`src/rtl/ap2_pkg.sv`:
```
package ap2_pkg;

    localparam int SAMPLE_W = 20;
    localparam int GUARD_W  = 4;
    localparam int HIST_D   = 2;

    localparam int COEF_EIGHTH       = 2;
    localparam int COEF_NINE_SIXTEEN = 9;

    typedef enum logic [1:0] {
        ST_IDLE  = 2'd0,
        ST_TAKE  = 2'd1,
        ST_FLUSH = 2'd2
    } step_e;

    typedef struct packed {
        logic                       vld;
        logic signed [SAMPLE_W-1:0] data;
    } beat_t;

    function automatic logic signed [SAMPLE_W-1:0] sub_wrap(
        input logic signed [SAMPLE_W-1:0] a,
        input logic signed [SAMPLE_W-1:0] b
    );
        logic signed [SAMPLE_W-1:0] nb;
        nb = ~b;
        return a + nb + SAMPLE_W'(1);
    endfunction

    function automatic step_e classify(input logic clear, input logic take);
        if (clear)     return ST_FLUSH;
        else if (take) return ST_TAKE;
        else           return ST_IDLE;
    endfunction

endpackage

```
`src/rtl/ap2_delay_pair.sv`:
```
module ap2_delay_pair #(
    parameter int W     = ap2_pkg::SAMPLE_W,
    parameter int DEPTH = ap2_pkg::HIST_D
) (
    input  logic                      clk,
    input  logic                      rst,
    input  logic                      clr,
    input  logic                      shift,
    input  logic [W-1:0]              din,
    output logic [DEPTH-1:0][W-1:0]   taps
);

    logic [W-1:0] stage_q [DEPTH];

    for (genvar i = 0; i < DEPTH; i++) begin : g_stage
        if (i == 0) begin : g_head
            always_ff @(posedge clk) begin
                if (rst || clr)  stage_q[i] <= '0;
                else if (shift)  stage_q[i] <= din;
            end
        end else begin : g_body
            always_ff @(posedge clk) begin
                if (rst || clr)  stage_q[i] <= '0;
                else if (shift)  stage_q[i] <= stage_q[i-1];
            end


            shift_chk: assert property (@(posedge clk) disable iff (rst)
                (shift && !clr) |=> stage_q[i] == $past(stage_q[i-1]));


            hold_chk: assert property (@(posedge clk) disable iff (rst)
                (!shift && !clr) |=> $stable(stage_q[i]));
        end
        assign taps[i] = stage_q[i];
    end

endmodule

```
`src/rtl/ap2_coef_mult.sv`:
```
module ap2_coef_mult #(
    parameter int COEF_SIXTEENTHS = ap2_pkg::COEF_EIGHTH,
    parameter int W               = ap2_pkg::SAMPLE_W,
    parameter int GUARD_W         = ap2_pkg::GUARD_W,
    localparam int PW             = W + GUARD_W
) (
    input  logic signed [W-1:0]  diff,
    output logic signed [PW-1:0] prod
);

    logic signed [PW-1:0] ext;
    assign ext = {{GUARD_W{diff[W-1]}}, diff};

    if (GUARD_W < 4) begin : g_bad_guard
        $error("ap2_coef_mult: GUARD_W must be at least 4");
    end

    if (COEF_SIXTEENTHS == ap2_pkg::COEF_EIGHTH) begin : g_eighth
        // 1/8 : shift right by three, rescaled to GUARD_W extra fraction bits
        assign prod = ext <<< (GUARD_W - 3);
    end else if (COEF_SIXTEENTHS == ap2_pkg::COEF_NINE_SIXTEEN) begin : g_nine
        // 9/16 : one half plus one sixteenth
        assign prod = (ext <<< (GUARD_W - 1)) + (ext <<< (GUARD_W - 4));
    end else begin : g_unsupported
        $error("ap2_coef_mult: COEF_SIXTEENTHS must be 2 or 9");
        assign prod = '0;
    end

    always_comb begin

        sign_chk: assert ((diff == '0) ? (prod == '0) : (prod[PW-1] == diff[W-1]));
    end

endmodule

```
`src/rtl/ap2_rtz_adder.sv`:
```
module ap2_rtz_adder #(
    parameter int W       = ap2_pkg::SAMPLE_W,
    parameter int GUARD_W = ap2_pkg::GUARD_W,
    localparam int PW     = W + GUARD_W,
    localparam int SW     = PW + 1
) (
    input  logic signed [W-1:0]  base,
    input  logic signed [PW-1:0] prod,
    output logic signed [W-1:0]  result
);

    logic signed [SW-1:0] sum_w;
    logic signed [SW-1:0] floor_w;
    logic signed [SW-1:0] rtz_w;
    logic signed [SW-1:0] back_w;
    logic                 bump;

    assign sum_w   = {base[W-1], base, {GUARD_W{1'b0}}} + {prod[PW-1], prod};
    assign floor_w = sum_w >>> GUARD_W;
    assign bump    = sum_w[SW-1] && (|sum_w[GUARD_W-1:0]);
    assign rtz_w   = floor_w + {{(SW-1){1'b0}}, bump};
    assign back_w  = rtz_w <<< GUARD_W;
    assign result  = rtz_w[W-1:0];

    always_comb begin

        rtz_mag_chk: assert ((sum_w >= 0) ? (back_w <= sum_w && sum_w - back_w < (SW'(1) <<< GUARD_W))
                                           : (back_w >= sum_w && back_w - sum_w < (SW'(1) <<< GUARD_W)));
    end

endmodule

```
`src/rtl/ap2_allpass_section.sv`:
```
module ap2_allpass_section #(
    parameter int COEF_SIXTEENTHS = ap2_pkg::COEF_EIGHTH,
    parameter int SAMPLE_W        = ap2_pkg::SAMPLE_W,
    parameter int GUARD_W         = ap2_pkg::GUARD_W,
    localparam int PW             = SAMPLE_W + GUARD_W,
    localparam int HD             = ap2_pkg::HIST_D
) (
    input  logic                clk,
    input  logic                rst,
    input  logic                clr,
    input  logic                in_valid,
    input  logic [SAMPLE_W-1:0] in_sample,
    output logic                out_valid,
    output logic [SAMPLE_W-1:0] out_sample
);
    import ap2_pkg::*;

    logic [HD-1:0][SAMPLE_W-1:0] x_taps;
    logic [HD-1:0][SAMPLE_W-1:0] y_taps;
    logic signed [SAMPLE_W-1:0]  diff;
    logic signed [PW-1:0]        prod;
    logic signed [SAMPLE_W-1:0]  y_new;
    step_e                       step;
    logic                        take;

    assign step = classify(clr, in_valid);
    assign take = (step == ST_TAKE);

    ap2_delay_pair #(.W(SAMPLE_W), .DEPTH(HD)) u_x_hist (
        .clk  (clk),
        .rst  (rst),
        .clr  (clr),
        .shift(take),
        .din  (in_sample),
        .taps (x_taps)
    );

    // the difference wraps at the sample width
    assign diff = sub_wrap(SAMPLE_W'(in_sample), SAMPLE_W'(y_taps[HD-1]));

    ap2_coef_mult #(
        .COEF_SIXTEENTHS(COEF_SIXTEENTHS),
        .W              (SAMPLE_W),
        .GUARD_W        (GUARD_W)
    ) u_mult (
        .diff(diff),
        .prod(prod)
    );

    ap2_rtz_adder #(.W(SAMPLE_W), .GUARD_W(GUARD_W)) u_add (
        .base  (SAMPLE_W'(x_taps[HD-1])),
        .prod  (prod),
        .result(y_new)
    );

    ap2_delay_pair #(.W(SAMPLE_W), .DEPTH(HD)) u_y_hist (
        .clk  (clk),
        .rst  (rst),
        .clr  (clr),
        .shift(take),
        .din  (y_new),
        .taps (y_taps)
    );

    always_ff @(posedge clk) begin
        if (rst) out_valid <= 1'b0;
        else     out_valid <= take;
    end

    assign out_sample = y_taps[0];


    out_valid_chk: assert property (@(posedge clk) disable iff (rst)
        (in_valid && !clr) |=> out_valid);


    out_hold_chk: assert property (@(posedge clk) disable iff (rst)
        (!in_valid && !clr) |=> ($stable(out_sample) && !out_valid));


    clr_flush_chk: assert property (@(posedge clk) disable iff (rst)
        clr |=> (out_sample == '0 && !out_valid));


    rst_zero_chk: assert property (@(posedge clk)
        rst |=> (out_sample == '0 && !out_valid));

endmodule

```
`config.mk`:
```
export PLATFORM = sky130hd
export DESIGN_NAME = ap2_allpass_section
export DESIGN_NICKNAME = d
export VERILOG_FILES = /design/src/rtl/ap2_pkg.sv /design/src/rtl/ap2_delay_pair.sv /design/src/rtl/ap2_coef_mult.sv /design/src/rtl/ap2_rtz_adder.sv /design/src/rtl/ap2_allpass_section.sv
export SDC_FILE = /design/constraint.sdc
export NUM_CORES = 1
export LEC_CHECK = 0
export BUFFER_PORTS_ARGS = -buffer_cell sky130_fd_sc_hd__buf_2
export CAP_MARGIN = 20
export CORE_UTILIZATION = 45
export DETAILED_ROUTE_END_ITERATION = 10
export PLACE_DENSITY = 0.64
export SYNTH_ARGS = -nofsm -noshare
export SYNTH_HDL_FRONTEND = slang
export SYNTH_HIERARCHICAL = 1
export SYNTH_SLANG_ARGS = --single-unit
```
`constraint.sdc`:
```
create_clock -name clk -period 9.3 [get_ports clk]
set_input_delay 2.325 -clock clk [delete_from_list [all_inputs] [get_ports clk]]
set_output_delay 2.325 -clock clk [all_outputs]
set_load 0.1 [all_outputs]
```
# Yosys cells after proc, flatten, opt, wreduce, memory -nomap -nowiden

Memory sizes are Yosys's and may differ from the RTL's.
Index checks and enable logic that the tools add are counted.

Word-level logic and storage cells: 27
Bits in registers: 1
Bits in writable memories: 80
Input bits: 24
Memories: 2
Bits in latches: 0
Bits in read-only memories: 0
Output and inout port bits: 21

Shifts and indexed selects: 0
$mul: 0
Equal/unequal tests: 1
Bitwise operators: 5
Reductions and logical operators: 3
Div/mod/pow operators: 0
Magnitude comparators: 0
Multiplexer cells: 11
Add/subtract/negate cells: 4

Memory list:

| name             | words | width | read ports | clocked after Yosys merged registers in | write ports | RTL line             | source |
|---|---|---|---|---|---|---|---|
| u_x_hist.stage_q | 2     | 20    | 2          | 0                                       | 2           | ap2_delay_pair.sv:13 | `logic [W-1:0] stage_q [DEPTH];` |
| u_y_hist.stage_q | 2     | 20    | 2          | 0                                       | 2           | ap2_delay_pair.sv:13 |  |

Operator list:

| cell                                                            | number |
|---|---|
| 20-bit 2-to-1 mux                                               | 4 |
| 24-bit by 21-bit adder with 25-bit output                       | 1 |
| 20-bit by 2-bit adder with 20-bit output                        | 1 |
| 20-bit by 2-bit adder with 20-bit output, second input constant | 1 |
| 20-bit adder                                                    | 1 |
| 20-bit NOT                                                      | 1 |
| 1-bit 2-to-1 mux                                                | 6 |
| 1-bit bitwise OR                                                | 4 |
| 4-bit OR reduction                                              | 1 |
| 2-bit by 1-bit == test with 1-bit output, second input constant | 1 |
| 2-bit 2-to-1 mux                                                | 1 |
| 1-bit logical AND                                               | 1 |
| 1-bit logical OR                                                | 1 |

# Depth between registers and ports, before layout

Gate-level depths: netlist (run 1).
An unclocked memory read counts as a cell.

Depth after elaboration: 9
Gate-level depth with buffers: 29
Gate-level depth less buffers: 27

# Cells and area by module

The synthesis (run 1) kept the hierarchy.

Modules (own cells, without submodules):

| module              | sequential area each (µm²) | instances | cells each | area an instance (µm²) |
|---|---|---|---|---|
| ap2_delay_pair      | 1201.2                     | 2         | 93         | 1793.0 |
| ap2_rtz_adder       | 0.0                        | 1         | 201        | 1508.9 |
| ap2_allpass_section | 20.0                       | 1         | 143        | 959.7 |
| ap2_coef_mult       | 0.0                        | 1         | 25         | 183.9 |

# Worst setup path before layout (run 1)

Ideal clock, no wire load.

Kind: input -> register
Start: input port in_sample[0]
End: memory u_y_hist/stage_q[0][19] (netlist name), data pin
Buffers on the path: 2
Stages: 28
Required time: 9.043 ns
Data arrival time: 7.265 ns
Path slack: 1.779 ns
Setup time: 0.257 ns
Cell sequence: inv_1 ha_1 fa_1 nand2b_1 a21oi_1 o21ai_1 a21oi_1 a31oi_1 xnor2_1 buf_4 ha_1 clkbuf_1 a21oi_1 o21ai_0 nand2b_1 nand3b_1 o31a_1 nand2_1 nand3_1 a21oi_1 ha_1 and3_1 nand4_1 or4_4 nand3b_4 nor4_2 xnor3_1 and4bb_1

RTL lines:

| item        | RTL line                  | source |
|---|---|---|
| from (decl) | ap2_allpass_section.sv:12 | `input logic [SAMPLE_W-1:0] in_sample,` |
| to (decl)   | ap2_delay_pair.sv:13      |  |

==> impl_metrics.tcl, run 1 <==
set metrics [dict create \
    route.detailed.wl_per_inst_microns 19.1 \
    floorplan.initialDensity_pct 46.6 \
    vdd_drop_max_mv 0.130 \
    vias_in_the_first_global_route 4127 \
    critPathArrivalTime_ns 7.96 \
    finish.net_count 627 \
    place_area_sq_um 6330 \
    design_power_total_w 0.00124 \
    synth-edff-count 80 \
    initialDrtViolationCount 256 \
    grt.total_usage_pct 20.7 \
    post-cts-setup-buffers 0 \
    int_pwr_w 0.000784 \
    io-pin-count 45 \
    cap_violations 0 \
    critical_path_peak_fanout 8 \
    synth-seq-area-share_pct 38.8 \
    synthFlopType "sky130_fd_sc_hd__edfxtp_1" \
    number_of_antenna_violations_at_the_first_check_in_global_routing 0 \
    worst-setup-path-type "in2reg" \
    final-setup-viol-count 0 \
    power.combinational.fraction_pct 35.9 \
    cts.sink_count 81 \
    insertedDiodeCount 0 \
    clk_pin_slew_ns 0.06 \
    cts_tree "built" \
    cellPowerDensity_nw_per_um2 187 \
    area_growth_pct 6.36 \
    grt_pass1_wl_microns 22600 \
    cts_buffers 9 \
    routed_wirelength_microns 14100 \
    finalClockSkew_ns 0.00582 \
    final_core_util_pct 49.5 \
    yosys.cell_types.count 64 \
    timing.final.max_slew_violations 0 \
    layout_min_cycle_time_ns 7.87 \
    die_h_microns 120 \
    most_frequent_cells_in_the_layout "sky130_fd_sc_hd__and4bb_1, sky130_fd_sc_hd__edfxtp_1, sky130_fd_sc_hd__buf_2, sky130_fd_sc_hd__ha_1, sky130_fd_sc_hd__a21oi_1" \
    final.setup.tns_ns 0 \
    htree_levels 3 \
    die_area_sq_um 14300 \
    period_utilisation_layout_pct 84.7 \
    share_seq_of_total_power_pct 35.0 \
    post_synth_inst_count 555 \
    globalplace.congestion 0.993 \
    yosys_warnings 6 \
    worstSetupStartpointType "input port" \
    synth.cell_area_sq_um 6240 \
    std_cell_rows 42 \
    rsz0062_at_grt "false" \
    yosys_register_bits 81 \
    overflow 0 \
    timing.fmax_ghz 0.127 \
    drt.antenna.violating_nets 0 \
    timing.slew.headroom_pct 44.7 \
    num_vias 4246 \
    placement.io_buffers 44 \
    worstSkewPairLatency_ns 0.33 \
    p_leak_nw 2.87 \
    drt_pre_antenna_iters 4 \
    cts_resized 0 \
    ctsRootBufferMaster "sky130_fd_sc_hd__clkbuf_16" \
    timing_hold_violations_final 0 \
    die_w_microns 120 \
    postSynthAreaPerCell_sq_um 11.2 \
    worst_pin_slew_ns 0.829 \
    share_clk_of_total_power_pct 29.1 \
    ctsLongestPathBuffers 2 \
    critical_path_required_ns 9.39 \
    power.net_switching_w 0.000455 \
    synth.net_count 622 \
    dp_hpwl_microns 10400 \
    drive_above_1_share_pct 15.0 \
    result_of_the_run "finished, final reports clean" \
    async_flop_share_pct 0 \
    worst_hold_path_class "reg2reg" \
    stdcell_area_sq_um 6640 \
    avgViaCountPerCell 5.73 \
    drc_errors 0 \
    cts_hold_repair.buffers 0 \
    swShare_pct 36.7 \
    critPathCaptureType "flop" \
    design.core.area_sq_um 13400 \
    grt_max_degree 84 \
]
## final timing paths
kind	startpoint	to	slack (ns)	depth (start not counted)
setup / recovery	in_sample[0]	u_y_hist/stage_q[0][19]$_SDFFCE_PN0P_	1.43	27
hold reg to reg	u_x_hist/stage_q[0][5]$_SDFFCE_PN0P_	u_x_hist/stage_q[1][5]$_SDFFCE_PN0P_	0.60	1
setup reg to reg	u_y_hist/stage_q[1][0]$_SDFFCE_PN0P_	u_y_hist/stage_q[0][19]$_SDFFCE_PN0P_	3.16	25
hold / removal	u_x_hist/stage_q[0][5]$_SDFFCE_PN0P_	u_x_hist/stage_q[1][5]$_SDFFCE_PN0P_	0.60	1
## power groups by stage
stage | clock network (W) | logic [W] | registers (W)
final | 0.000361 | 0.000445 | 0.000433
after global routing | 0.000381 | 0.000482 | 0.000435
after CTS | 0.000366 | 0.000441 | 0.000433
after detailed placement | 0 | 0.000438 | 0.000441
after global placement | 0 | 0.000439 | 0.000440
after floorplan | 0 | 0.000313 | 0.000489
## Yosys cell counts (all sizes together) (2+ instances only)
master,n,area (sq um)
nand2b,12,75.1
nor4,4,37.5
a21oi,42,218
fa,2,40.0
a211oi,5,55.1
o211ai,13,108
or3,7,50.1
edfxtp,80,2400
nor3,2,10.0
nand3,9,50.1
nand4,5,31.3
and4bb,81,1010
a21boi,2,15.0
o21ai,19,98.8
o221ai,2,17.5
xnor2,30,263
ha,41,513
xor2,20,183
nor2b,4,25.0
and2,3,18.8
and3,2,12.5
nand2,38,143
nand4b,2,17.5
nand3b,2,27.5
a21o,5,38.8
a31oi,4,25.0
nor2,13,48.8
buf,49,362
o21a,4,30.0
inv,31,116
clkbuf,5,18.8
## registers in the layout, indices dropped and copies added (netlist names)
register,cells
u_x_hist/stage_q,40
u_y_hist/stage_q,40
out_valid,1
## critical path, stage by stage
cell and delay (ns):
sky130_fd_sc_hd__buf_2 0.08, sky130_fd_sc_hd__inv_1 0.03, sky130_fd_sc_hd__ha_1 0.20, sky130_fd_sc_hd__fa_1 0.40, sky130_fd_sc_hd__nand2b_1 0.18, sky130_fd_sc_hd__a21oi_1 0.30, sky130_fd_sc_hd__o21ai_1 0.20, sky130_fd_sc_hd__a21oi_1 0.20
sky130_fd_sc_hd__a31oi_1 0.12, sky130_fd_sc_hd__xnor2_1 0.15, sky130_fd_sc_hd__ha_1 0.41, sky130_fd_sc_hd__a21oi_1 0.27, sky130_fd_sc_hd__o21ai_0 0.18, sky130_fd_sc_hd__nand2b_1 0.11, sky130_fd_sc_hd__nand3b_1 0.11, sky130_fd_sc_hd__o31a_1 0.28
sky130_fd_sc_hd__nand2_1 0.07, sky130_fd_sc_hd__nand3_1 0.07, sky130_fd_sc_hd__a21oi_1 0.20, sky130_fd_sc_hd__ha_1 0.21, sky130_fd_sc_hd__and3_1 0.20, sky130_fd_sc_hd__nand4_1 0.19, sky130_fd_sc_hd__or4_4 0.59, sky130_fd_sc_hd__nand3b_4 0.18
sky130_fd_sc_hd__nor4_2 0.24, sky130_fd_sc_hd__xnor3_1 0.23, sky130_fd_sc_hd__and4bb_1 0.20
## per-layer routing
layer  vias up  global-route usage, %  share of wire, %
li1       2086                      -                 -
met1      2048                   29.4                48
met2        97                   31.9                46
met3        15                   3.61               4.0
met4         0                   7.11               2.0
met5         -                      0                 0
## metrics by stage
stage / setup slack, ns / hold WS (ns) / cells
after global routing: 1.01 / 0.619 / 741
after global placement: 1.23 / 0.578 / 725
after detailed placement: 1.13 / 0.586 / 725
after floorplan: 1.78 / 0.576 / 555
after CTS: 1.47 / 0.601 / 741
final: 1.43 / 0.601 / 741
## area by class of cell
class	count	area, sq um
multi-input cells	388	3320
clock buffers	9	225
flip-flops and latches	81	2420
fillers	1207	6770
repair buffers	49	258
clock inverters	7	77.6
well taps	176	220
inverters	31	116
## kinds of logic after synthesis
group | count (synthesis) | share of synthesized area [%]
buf+inv | 86 | 8.14
fa+ha+maj | 43 | 8.86
compound gates | 104 | 10.9
flops | 81 | 38.8
simple gates | 189 | 25.8
xor+xnor | 51 | 7.50
other cells | 1 | 0.0601
Note: power is estimated with default switching activity, not from simulation.
==> run 2, diff against run 1 <==
--- a/config.mk
+++ b/config.mk
@@ -9,7 +9,7 @@
 export CAP_MARGIN = 20
 export CORE_UTILIZATION = 45
 export DETAILED_ROUTE_END_ITERATION = 10
-export PLACE_DENSITY = 0.64
+export PLACE_DENSITY = 0.67
 export SYNTH_ARGS = -nofsm -noshare
 export SYNTH_HDL_FRONTEND = slang
 export SYNTH_HIERARCHICAL = 1
==> constraint.sdc (replaced) <==
create_clock -name clk -period 7.23 [get_ports clk]
set_input_delay 1.8075 -clock clk [delete_from_list [all_inputs] [get_ports clk]]
set_output_delay 1.8075 -clock clk [all_outputs]
set_load 0.1 [all_outputs]
==> impl_metrics.tcl, run 2 (synthesized netlist as in run 1, its figures left out) <==
set metrics [dict create \
    placement.setup.worst_slack_ns -0.0845 \
    cts_tree "built" \
    worstSkewPairLatency_ns 0.34 \
    initialDrtViolationCount 214 \
    io-pin-count 45 \
    worst_hold_path_class "reg2reg" \
    cts_hold_repair.buffers 0 \
    critPathCaptureType "flop" \
    std_cell_rows 42 \
    worst_path_largest_cell_delay_ns 0.55 \
    worst-path-stages 26 \
    most_frequent_cells_in_the_layout "sky130_fd_sc_hd__and4bb_1, sky130_fd_sc_hd__edfxtp_1, sky130_fd_sc_hd__buf_2, sky130_fd_sc_hd__ha_1, sky130_fd_sc_hd__nand2_1" \
    cts.sink_count 81 \
    insertedDiodeCount 0 \
    timing.final.max_slew_violations 0 \
    vias_in_the_first_global_route 4331 \
    final-setup-viol-count 0 \
    ctsRootBufferMaster "sky130_fd_sc_hd__clkbuf_16" \
    ctsLongestPathBuffers 2 \
    overflow 0 \
    critical_path_peak_fanout 6 \
    register_area_sq_um 2420 \
    vdd_drop_max_mv 0.172 \
    timing.slew.headroom_pct 52.6 \
    timing_hold_violations_final 0 \
    num-fill-cells 1185 \
    timing.critical_path.slowest_stage_cell "sky130_fd_sc_hd__or4_4" \
    worst_hold_path.num_cells 1 \
    num_vias 4338 \
    area_occupied_by_multi_input_gates_sq_um 3330 \
    drive_above_1_share_pct 18.4 \
    grt.total_usage_pct 20.3 \
    reg2reg_slack_ns 1.51 \
    worstSetupStartpointType "input port" \
    critPathArrivalTime_ns 6.99 \
    htree_levels 3 \
    worst-setup-path-type "in2reg" \
    die_w_microns 120 \
    cellPowerDensity_nw_per_um2 234 \
    worst_pin_slew_ns 0.709 \
    crit_family "simple AND/OR/NAND/NOR gates" \
    grt_max_degree 84 \
    grt_pass1_wl_microns 22300 \
    period_utilisation_layout_pct 95.4 \
    drt.antenna.violating_nets 0 \
    die_area_sq_um 14300 \
    dp_hpwl_microns 10500 \
    drt_pre_antenna_iters 5 \
    p_leak_nw 2.94 \
    number_of_antenna_violations_at_the_first_check_in_global_routing 0 \
    final_core_util_pct 50.6 \
    route.detailed.wl_per_inst_microns 18.6 \
    biggestRegsByFlops "u_x_hist/stage_q x40, u_y_hist/stage_q x40, out_valid x1" \
    routed_wirelength_microns 14100 \
    cts_buffers 9 \
    clk_pin_slew_ns 0.07 \
    critical_path_required_ns 7.33 \
    result_of_the_run "finished, final reports clean" \
    avgViaCountPerCell 5.72 \
    finish.net_count 645 \
    finalClockSkew_ns 0.00614 \
    globalplace.congestion 0.996 \
    place_area_sq_um 6460 \
    area_growth_pct 8.64 \
    r2r_cells 24 \
    cap_violations 0 \
    cpMostUsedCell "sky130_fd_sc_hd__ha_1" \
    stdcell_area_sq_um 6780 \
    rsz0062_at_grt "false" \
    critical_path.n_buffers_inverters 2 \
    placement.io_buffers 44 \
    design_power_total_w 0.00159 \
    floorplan.initialDensity_pct 46.6 \
    timing.final.ws_setup_ns 0.335 \
    die_h_microns 120 \
    timing.fmax_ghz 0.145 \
    drc_errors 0 \
    layout_min_cycle_time_ns 6.89 \
    design.core.area_sq_um 13400 \
]
## run 2: cell count changes in the layout (fill, tap and decap cells not counted), sizes merged
cell      delta
bufinv       -1
buf         +18
clkinv       -1
clkinvlp     +1
clkbuf       +1
## run 2: metal layers
layer  wire (microns)  track usage (%)  vias to the layer above  share of wire, %
met5                0                0                        -                 0
li1                 -                -                     2125                 -
met3              618             2.80                       23               4.4
met4              351             7.97                        0               2.5
met1             6710             28.5                     2078                48
met2             6410             31.6                      112                46
## run 2: stage by stage
step	hold slack [ns]	cells	TNS (ns)
floorplan	0.576	555	0
global placement	0.579	742	0
detailed placement	0.588	742	-0.0845
CTS	0.602	758	0
global route	0.619	759	0
finish	0.593	759	0
## run 2: final timing paths
| check | startpoint | endpoint |
|---|---|---|
| setup / recovery | in_sample[0] | u_y_hist/stage_q[0][19]$_SDFFCE_PN0P_ |
| hold reg to reg | u_x_hist/stage_q[0][18]$_SDFFCE_PN0P_ | u_x_hist/stage_q[1][18]$_SDFFCE_PN0P_ |
| hold / removal | u_x_hist/stage_q[0][18]$_SDFFCE_PN0P_ | u_x_hist/stage_q[1][18]$_SDFFCE_PN0P_ |
| setup reg to reg | u_y_hist/stage_q[1][0]$_SDFFCE_PN0P_ | u_y_hist/stage_q[0][19]$_SDFFCE_PN0P_ |
## run 2: layout make-up
class	instances	area share, %
flip-flops and latches	81	35.7
well taps	176	3.25
clock inverters	6	0.738
inverters	31	1.72
repair buffers	67	5.98
multi-input cells	388	49.2
clock buffers	10	3.38
## run 2: worst reg2reg max path, stage by stage (launching register included)
cell and delay [ns]:
sky130_fd_sc_hd__edfxtp_1 0.39, sky130_fd_sc_hd__ha_1 0.22, sky130_fd_sc_hd__fa_1 0.38, sky130_fd_sc_hd__nand2b_1 0.19
sky130_fd_sc_hd__a21oi_2 0.27, sky130_fd_sc_hd__o21ai_2 0.14, sky130_fd_sc_hd__o211ai_2 0.24, sky130_fd_sc_hd__a31oi_1 0.13
sky130_fd_sc_hd__xnor2_1 0.15, sky130_fd_sc_hd__ha_1 0.36, sky130_fd_sc_hd__a21oi_1 0.16, sky130_fd_sc_hd__o21ai_0 0.10
sky130_fd_sc_hd__nand3b_1 0.21, sky130_fd_sc_hd__o31a_1 0.28, sky130_fd_sc_hd__nand2_1 0.08, sky130_fd_sc_hd__nand3_1 0.08
sky130_fd_sc_hd__a21oi_1 0.15, sky130_fd_sc_hd__ha_1 0.19, sky130_fd_sc_hd__and3_1 0.20, sky130_fd_sc_hd__nand4_1 0.13
sky130_fd_sc_hd__or4_4 0.55, sky130_fd_sc_hd__nand3b_4 0.17, sky130_fd_sc_hd__nor4_2 0.25, sky130_fd_sc_hd__xnor3_1 0.25
sky130_fd_sc_hd__and4bb_1 0.21
## run 2: timing repair
action                                  CTS  global route
endpoints found under the setup margin    0             2
gates resized for setup                   0             5
buffers inserted                          0             0
## run 2: power by group
group	total (W)	switching, W	internal [W]
Sequential	0.000557	0.0000121	0.000545
Combinational	0.000593	0.000380	0.000213
Clock	0.000437	0.000200	0.000236
Total	0.00159	0.000592	0.000995
